==> src/rtl/wpu_pkg.sv <==
package wpu_pkg;
    localparam int ADDR_W  = 15;
    localparam int DATA_W  = 8;
    localparam int N_STEPS = 6;
    localparam int STEP_W  = $clog2(N_STEPS);

    typedef logic [STEP_W-1:0] step_idx_t;

    typedef struct packed {
        logic [ADDR_W-1:0] addr;
        logic [DATA_W-1:0] data;
    } wr_beat_t;

    // Expected beat for each position of the unlock pattern
    function automatic wr_beat_t unlock_beat(input step_idx_t idx);
        wr_beat_t b;
        case (idx)
            step_idx_t'(0): b = '{addr: 15'h5555, data: 8'hAA};
            step_idx_t'(1): b = '{addr: 15'h2AAA, data: 8'h55};
            step_idx_t'(2): b = '{addr: 15'h5555, data: 8'h80};
            step_idx_t'(3): b = '{addr: 15'h5555, data: 8'hAA};
            step_idx_t'(4): b = '{addr: 15'h2AAA, data: 8'h55};
            default:        b = '{addr: 15'h5555, data: 8'h20};
        endcase
        return b;
    endfunction
endpackage

==> src/rtl/wpu_strobe_detect.sv <==
module wpu_strobe_detect (
    input  logic clk,
    input  logic rst,
    input  logic ce_n,
    input  logic we_n,
    input  logic oe_n,
    output logic wr_evt,
    output logic rd_evt
);
    logic we_q;

    always_ff @(posedge clk) begin
        if (rst) we_q <= 1'b1;
        else     we_q <= we_n;
    end

    // Write is taken on the rising edge of the write strobe while selected
    assign wr_evt = !ce_n && !we_q && we_n;
    assign rd_evt = !ce_n && !oe_n;
endmodule

==> src/rtl/wpu_seq_match.sv <==
module wpu_seq_match
    import wpu_pkg::*;
(
    input  logic     clk,
    input  logic     rst,
    input  logic     en,
    input  logic     wr_evt,
    input  logic     rd_evt,
    input  wr_beat_t beat,
    output logic     seq_done
);
    localparam step_idx_t LAST = step_idx_t'(N_STEPS - 1);

    step_idx_t step_q;
    logic      hit, first_hit;

    assign hit       = (beat == unlock_beat(step_q));
    assign first_hit = (beat == unlock_beat(step_idx_t'(0)));
    assign seq_done  = en && !rd_evt && wr_evt && hit && (step_q == LAST);

    always_ff @(posedge clk) begin
        if (rst) begin
            step_q <= '0;
        end else if (en) begin
            if (rd_evt) begin
                step_q <= '0;
            end else if (wr_evt) begin
                if (hit)
                    step_q <= (step_q == LAST) ? '0 : step_q + step_idx_t'(1);
                else
                    step_q <= first_hit ? step_idx_t'(1) : '0;
            end
        end
    end
endmodule

==> src/rtl/wpu_wc_timer.sv <==
module wpu_wc_timer #(
    parameter int TWC_CYCLES = 40
) (
    input  logic clk,
    input  logic rst,
    input  logic start,
    output logic busy,
    output logic done
);
    localparam int CW = $clog2(TWC_CYCLES + 1);

    logic [CW-1:0] cnt_q;

    assign done = busy && (cnt_q == CW'(1));

    always_ff @(posedge clk) begin
        if (rst) begin
            cnt_q <= '0;
            busy  <= 1'b0;
        end else if (busy) begin
            cnt_q <= cnt_q - CW'(1);
            if (done) busy <= 1'b0;
        end else if (start) begin
            cnt_q <= CW'(TWC_CYCLES);
            busy  <= 1'b1;
        end
    end
endmodule

==> src/rtl/wp_unlock_ctrl.sv <==
module wp_unlock_ctrl
    import wpu_pkg::*;
#(
    parameter int TWC_CYCLES = 40
) (
    input  logic              clk,
    input  logic              rst,
    input  logic              ce_n,
    input  logic              we_n,
    input  logic              oe_n,
    input  logic [ADDR_W-1:0] addr_i,
    input  logic [DATA_W-1:0] data_i,
    output logic              prot_o,
    output logic              busy_o,
    output logic              wr_permit_o,
    output logic              drive_en_o,
    output logic              active_o
);
    logic     wr_evt, rd_evt, seq_done, wc_done;
    wr_beat_t beat;

    assign beat = '{addr: addr_i, data: data_i};

    wpu_strobe_detect u_strobe (
        .clk    (clk),
        .rst    (rst),
        .ce_n   (ce_n),
        .we_n   (we_n),
        .oe_n   (oe_n),
        .wr_evt (wr_evt),
        .rd_evt (rd_evt)
    );

    wpu_seq_match u_match (
        .clk      (clk),
        .rst      (rst),
        .en       (prot_o && !busy_o),
        .wr_evt   (wr_evt),
        .rd_evt   (rd_evt),
        .beat     (beat),
        .seq_done (seq_done)
    );

    wpu_wc_timer #(.TWC_CYCLES(TWC_CYCLES)) u_timer (
        .clk   (clk),
        .rst   (rst),
        .start (seq_done),
        .busy  (busy_o),
        .done  (wc_done)
    );

    always_ff @(posedge clk) begin
        if (rst) begin
            prot_o      <= 1'b1;
            wr_permit_o <= 1'b0;
        end else begin
            if (wc_done) prot_o <= 1'b0;
            wr_permit_o <= wr_evt && !prot_o && !busy_o;
        end
    end

    assign drive_en_o = !ce_n && !oe_n;
    assign active_o   = !ce_n;
endmodule

==> config.mk <==
export PLATFORM = sky130hd
export DESIGN_NAME = wp_unlock_ctrl
export DESIGN_NICKNAME = d
export VERILOG_FILES = /design/src/rtl/wpu_pkg.sv /design/src/rtl/wpu_strobe_detect.sv /design/src/rtl/wpu_seq_match.sv /design/src/rtl/wpu_wc_timer.sv /design/src/rtl/wp_unlock_ctrl.sv
export SDC_FILE = /design/constraint.sdc
export NUM_CORES = 1
export LEC_CHECK = 0
export ABC_AREA = 1
export ABC_CLOCK_PERIOD_IN_PS = 2100
export BUFFER_PORTS_ARGS = -buffer_cell sky130_fd_sc_hd__buf_4
export CORE_MARGIN = 1
export CORE_UTILIZATION = 49
export DETAILED_ROUTE_END_ITERATION = 6
export GPL_ROUTABILITY_DRIVEN = 0
export PLACE_DENSITY = 0.78
export SLEW_MARGIN = 5
export SYNTH_ARGS = -nofsm -noshare
export SYNTH_HDL_FRONTEND = slang
export SYNTH_SLANG_ARGS = --single-unit
==> constraint.sdc <==
create_clock -name clk -period 2.1 [get_ports clk]
set_input_delay 0.21 -clock clk [delete_from_list [all_inputs] [get_ports clk]]
set_output_delay 0.21 -clock clk [all_outputs]
set_load 0.05 [all_outputs]
==> metrics.md <==
| Metric | Value |
|---|---|
| Status | completed |
| Max_slew headroom | 0.765 |
| Clock power frac | 0.322 |
| Starting Density | 0.542 |
| FMAX | between 500 and 600 MHz |
| WP data required | ~2.3 ns |
| Worst slew pin tran | about 0.35 ns |
| Hold Path Class | primary input to flop |
| Type of the worst setup path | flop to flop |
| WL/cell | between 10 and 15 um |
| Area share of fa/ha/maj cells after synthesis | 0.0384 |
| Switching power total | between 0.1 and 0.15 mW |
| Commonest non-fill, non-tap cells in the layout | nand2_1 (40), buf_4 (32), inv_1 (26), nor2_1 (26), dfxtp_1 (13) |
| Lkg Pwr | about 0.67 nW |
| Fin cells | around 220 |
| Synth top area share | 0.266 |
| Total GRT Usage | 0.246 |
| # DRC | 0 |
| Critical path launch point | u_match.step_q[0]$_SDFFE_PP0P_ |
| CP Max Fanout | 7 |
| Largest family of logic cells by synthesized area | simple AND/OR/NAND/NOR gates |
| Skew-Pair Late Insertion Delay | 0.28 ns |
| Syn Area/Cell | around 6 um2 |
| H-tree Lvls | 1 |
| Pwr/cell area | 387 nW/um2 |
| Num CTS Buffers | 3 |
| Die area | 2180 um2 |
| Commonest non-fill, non-tap cell in the layout | nand2_1 |
| Post-cts gate resize count | 0 |
| Unrepaired setup endpoints after global routing | false |
| Setup TNS | 0 ns |
| P_int | ~0.37 mW |
| Antenna Nets Post-Route | 0 |
| Met3 usage | 0.0392 |
| Setup bufs post-CTS | 0 |
| Vias in the first global route | a little over 1000 |
| Net Sw Frac | 0.257 |
| Critical path endpoint category | flop |
| Cell Area, Placed | between 1000 and 1500 um2 |
| Minimum clock period after layout | between 1.5 and 2 ns |
| TritonCTS clock tree | yes |
| Synth cell types | 25 |
| Die H | around 47 um |
| Reg2Reg Depth | 14 |
| Sequential Power Share | 0.502 |
| Synth Area in Compound Gates | 0.0960 |
| Reg clk slew, reported paths | about 0.080 ns |
| Post-route cell area | 1270 um2 |
| Post-layout util | 0.708 |
| Via Count | ~1100 |
| Initial antenna violation count | 0 |
| Largest net degree at the start of global routing | 9 |
| Endpoints failing hold | 0 |
| R2R setup slack | ~0.25 ns |
| # hold bufs at CTS | 0 |
| Core area | around 1800 um2 |
| VDD IR-drop max | roughly 440 uV |
| ANT cells | 0 |
| Die span in x | approximately 47 um |
| CTS Sinks | 13 |
| Drt total wl | 2380 um |
| Seq cells post-synth | 13 |
| Net total in the final layout | around 230 |
| Sequential-to-total area share from yosys stat | 0.266 |
| Grt total ovfl | 0 |
| Pins Over Slew Limit | 0 |
| Mapped Cells | between 150 and 200 |
| First-pass detailed-route iteration total | 4 |
| Synthesized Nets | roughly 190 |
| Area Overhead vs Synth | 30.5% |
| Root Driver | clkbuf_4 |
| Met1 usage | 0.284 |
| Gr busiest metal | met2 |
| Part of the cycle the worst path needs | 0.881 |
| Worst Setup Start Kind | flop |
| Vias/cell | about 4.9 |
| Worst r2r dst | u_timer.busy$_SDFF_PP0_ |
| GRT met2 Usage | 0.444 |
| Max-cap check violation count | 0 |
| First-pass GRT wire length | between 3000 and 4000 um |
| CTS Buffer Depth | 2 |
| Ports | 33 |
| Biggest area consumer among synthesized cells | dfxtp_1 |
| Post-Synth XOR/XNOR Area | 0.00896 |
| Comb pwr share | 0.176 |
| Top cells by area, synth | dfxtp_1 (27%), nand2_1 (15%), inv_1 (10%), nor2_1 (10%), a21oi_1 (4.6%) |
| Arr. time, crit path | between 2 and 2.5 ns |
| Worst reg2reg startpoint | u_match.step_q[0]$_SDFFE_PP0P_ |
| 1st-iter DRT viols | 25 |
| Final Setup Violations | 0 |
| Ratio of cells with drive above 1 in the final layout | 0.251 |
| Synth warnings | 0 |
| Rows | 15 |
| Post-Syn Area | between 900 and 1000 um2 |
| Post-route setup slack | 0.250 ns |
| # port buffers | 32 |
| Critical Path Sink | u_timer.busy$_SDFF_PP0_ |
| Mux contribution to synthesized area | 0 |
| Post-Place Setup Slack | 0.286 ns |
| Placed cell count | 220 |
| Post-Route Skew | about 0.0014 ns |
| Post-synthesis simple-gate area fraction | 0.479 |
| Post-DP HPWL | between 1500 and 2000 um |
critical path, cell delays in order (launching register included):
cell and delay [ns]:
dfxtp_1 0.47, nand2_1 0.08, inv_1 0.08, ha_1 0.14, clkinv_1 0.09, o21ai_2 0.10, inv_1 0.06, nand2_1 0.05
nand2_1 0.05, nand2_1 0.07, inv_2 0.05, nor2_4 0.16, nand4_4 0.13, nand2_2 0.11, and3_1 0.15
layer usage:
layer  wire (um)  up-vias  part of all wire
met4          40        0             0.017
met1        1090      470              0.46
met5           0        -                 0
met3         114        6             0.048
met2        1130       41              0.48
li1            -      581                 -
power by group through the flow:
| stage | clock [mW] | combinational (mW) | sequential [mW] |
|---|---|---|---|
| 6_report | 0.159 | 0.0867 | 0.248 |
| 3_5_place_dp | 0 | 0.0868 | 0.253 |
| 3_3_place_gp | 0 | 0.0832 | 0.253 |
| 5_1_grt | 0.169 | 0.0953 | 0.248 |
| 2_1_floorplan | 0 | 0.0331 | 0.253 |
| 4_1_cts | 0.158 | 0.0869 | 0.248 |
cell families after synthesis:
kind of cell,count (synthesis)
adders and majority gates,3
DFF,13
and+or+nand+nor,99
buffers and inverters,29
xor gates and xnor gates,1
AOI/OAI and AO/OA,18
through the flow:
| step | hold WS, ns | power (mW) |
|---|---|---|
| floorplan | 0.279 | 0.286 |
| global placement | 0.390 | 0.337 |
| global route | 0.144 | 0.511 |
| finish | 0.115 | 0.493 |
| detailed placement | 0.401 | 0.340 |
| CTS | 0.115 | 0.492 |
cells in the mapped netlist (all sizes together):
cell type  count
a21oi          9
and2           2
and3           1
clkinv         1
dfxtp         13
ha             3
inv           28
nand2         44
nand3          9
nand3b         1
nand4          5
nor2          31
nor3           5
o21ai          9
or2            1
xor2           1
worst min-delay path by stage:
stage / end / from / cells after the start / slack (ns)
4_1_cts: u_strobe.we_q$_SDFF_PP1_ / we_n / 3 / 0.12
3_3_place_gp: u_strobe.we_q$_SDFF_PP1_ / we_n / 3 / 0.39
5_1_grt: u_strobe.we_q$_SDFF_PP1_ / we_n / 3 / 0.14
6_report: u_strobe.we_q$_SDFF_PP1_ / we_n / 3 / 0.12
3_5_place_dp: u_strobe.we_q$_SDFF_PP1_ / we_n / 3 / 0.40
2_1_floorplan: u_match.step_q[0]$_SDFFE_PP0P_ / rst / 1 / 0.28
sequential cells by signal (all words and copies together), names as in the netlist:
| register | flops |
|---|---|
| u_timer.cnt_q | 6 |
| prot_o | 1 |
| wr_permit_o | 1 |
| u_timer.busy | 1 |
| u_match.step_q | 3 |
| u_strobe.we_q | 1 |
layout make-up:
cell class,instances,area [um2]
clock buffers,4,26.3
fillers,164,527
inverters,29,109
multi-input cells,121,608
flip-flops and latches,13,260
well taps,25,31.3
repair buffers,32,240
Power figures use the tool's default switching activity.
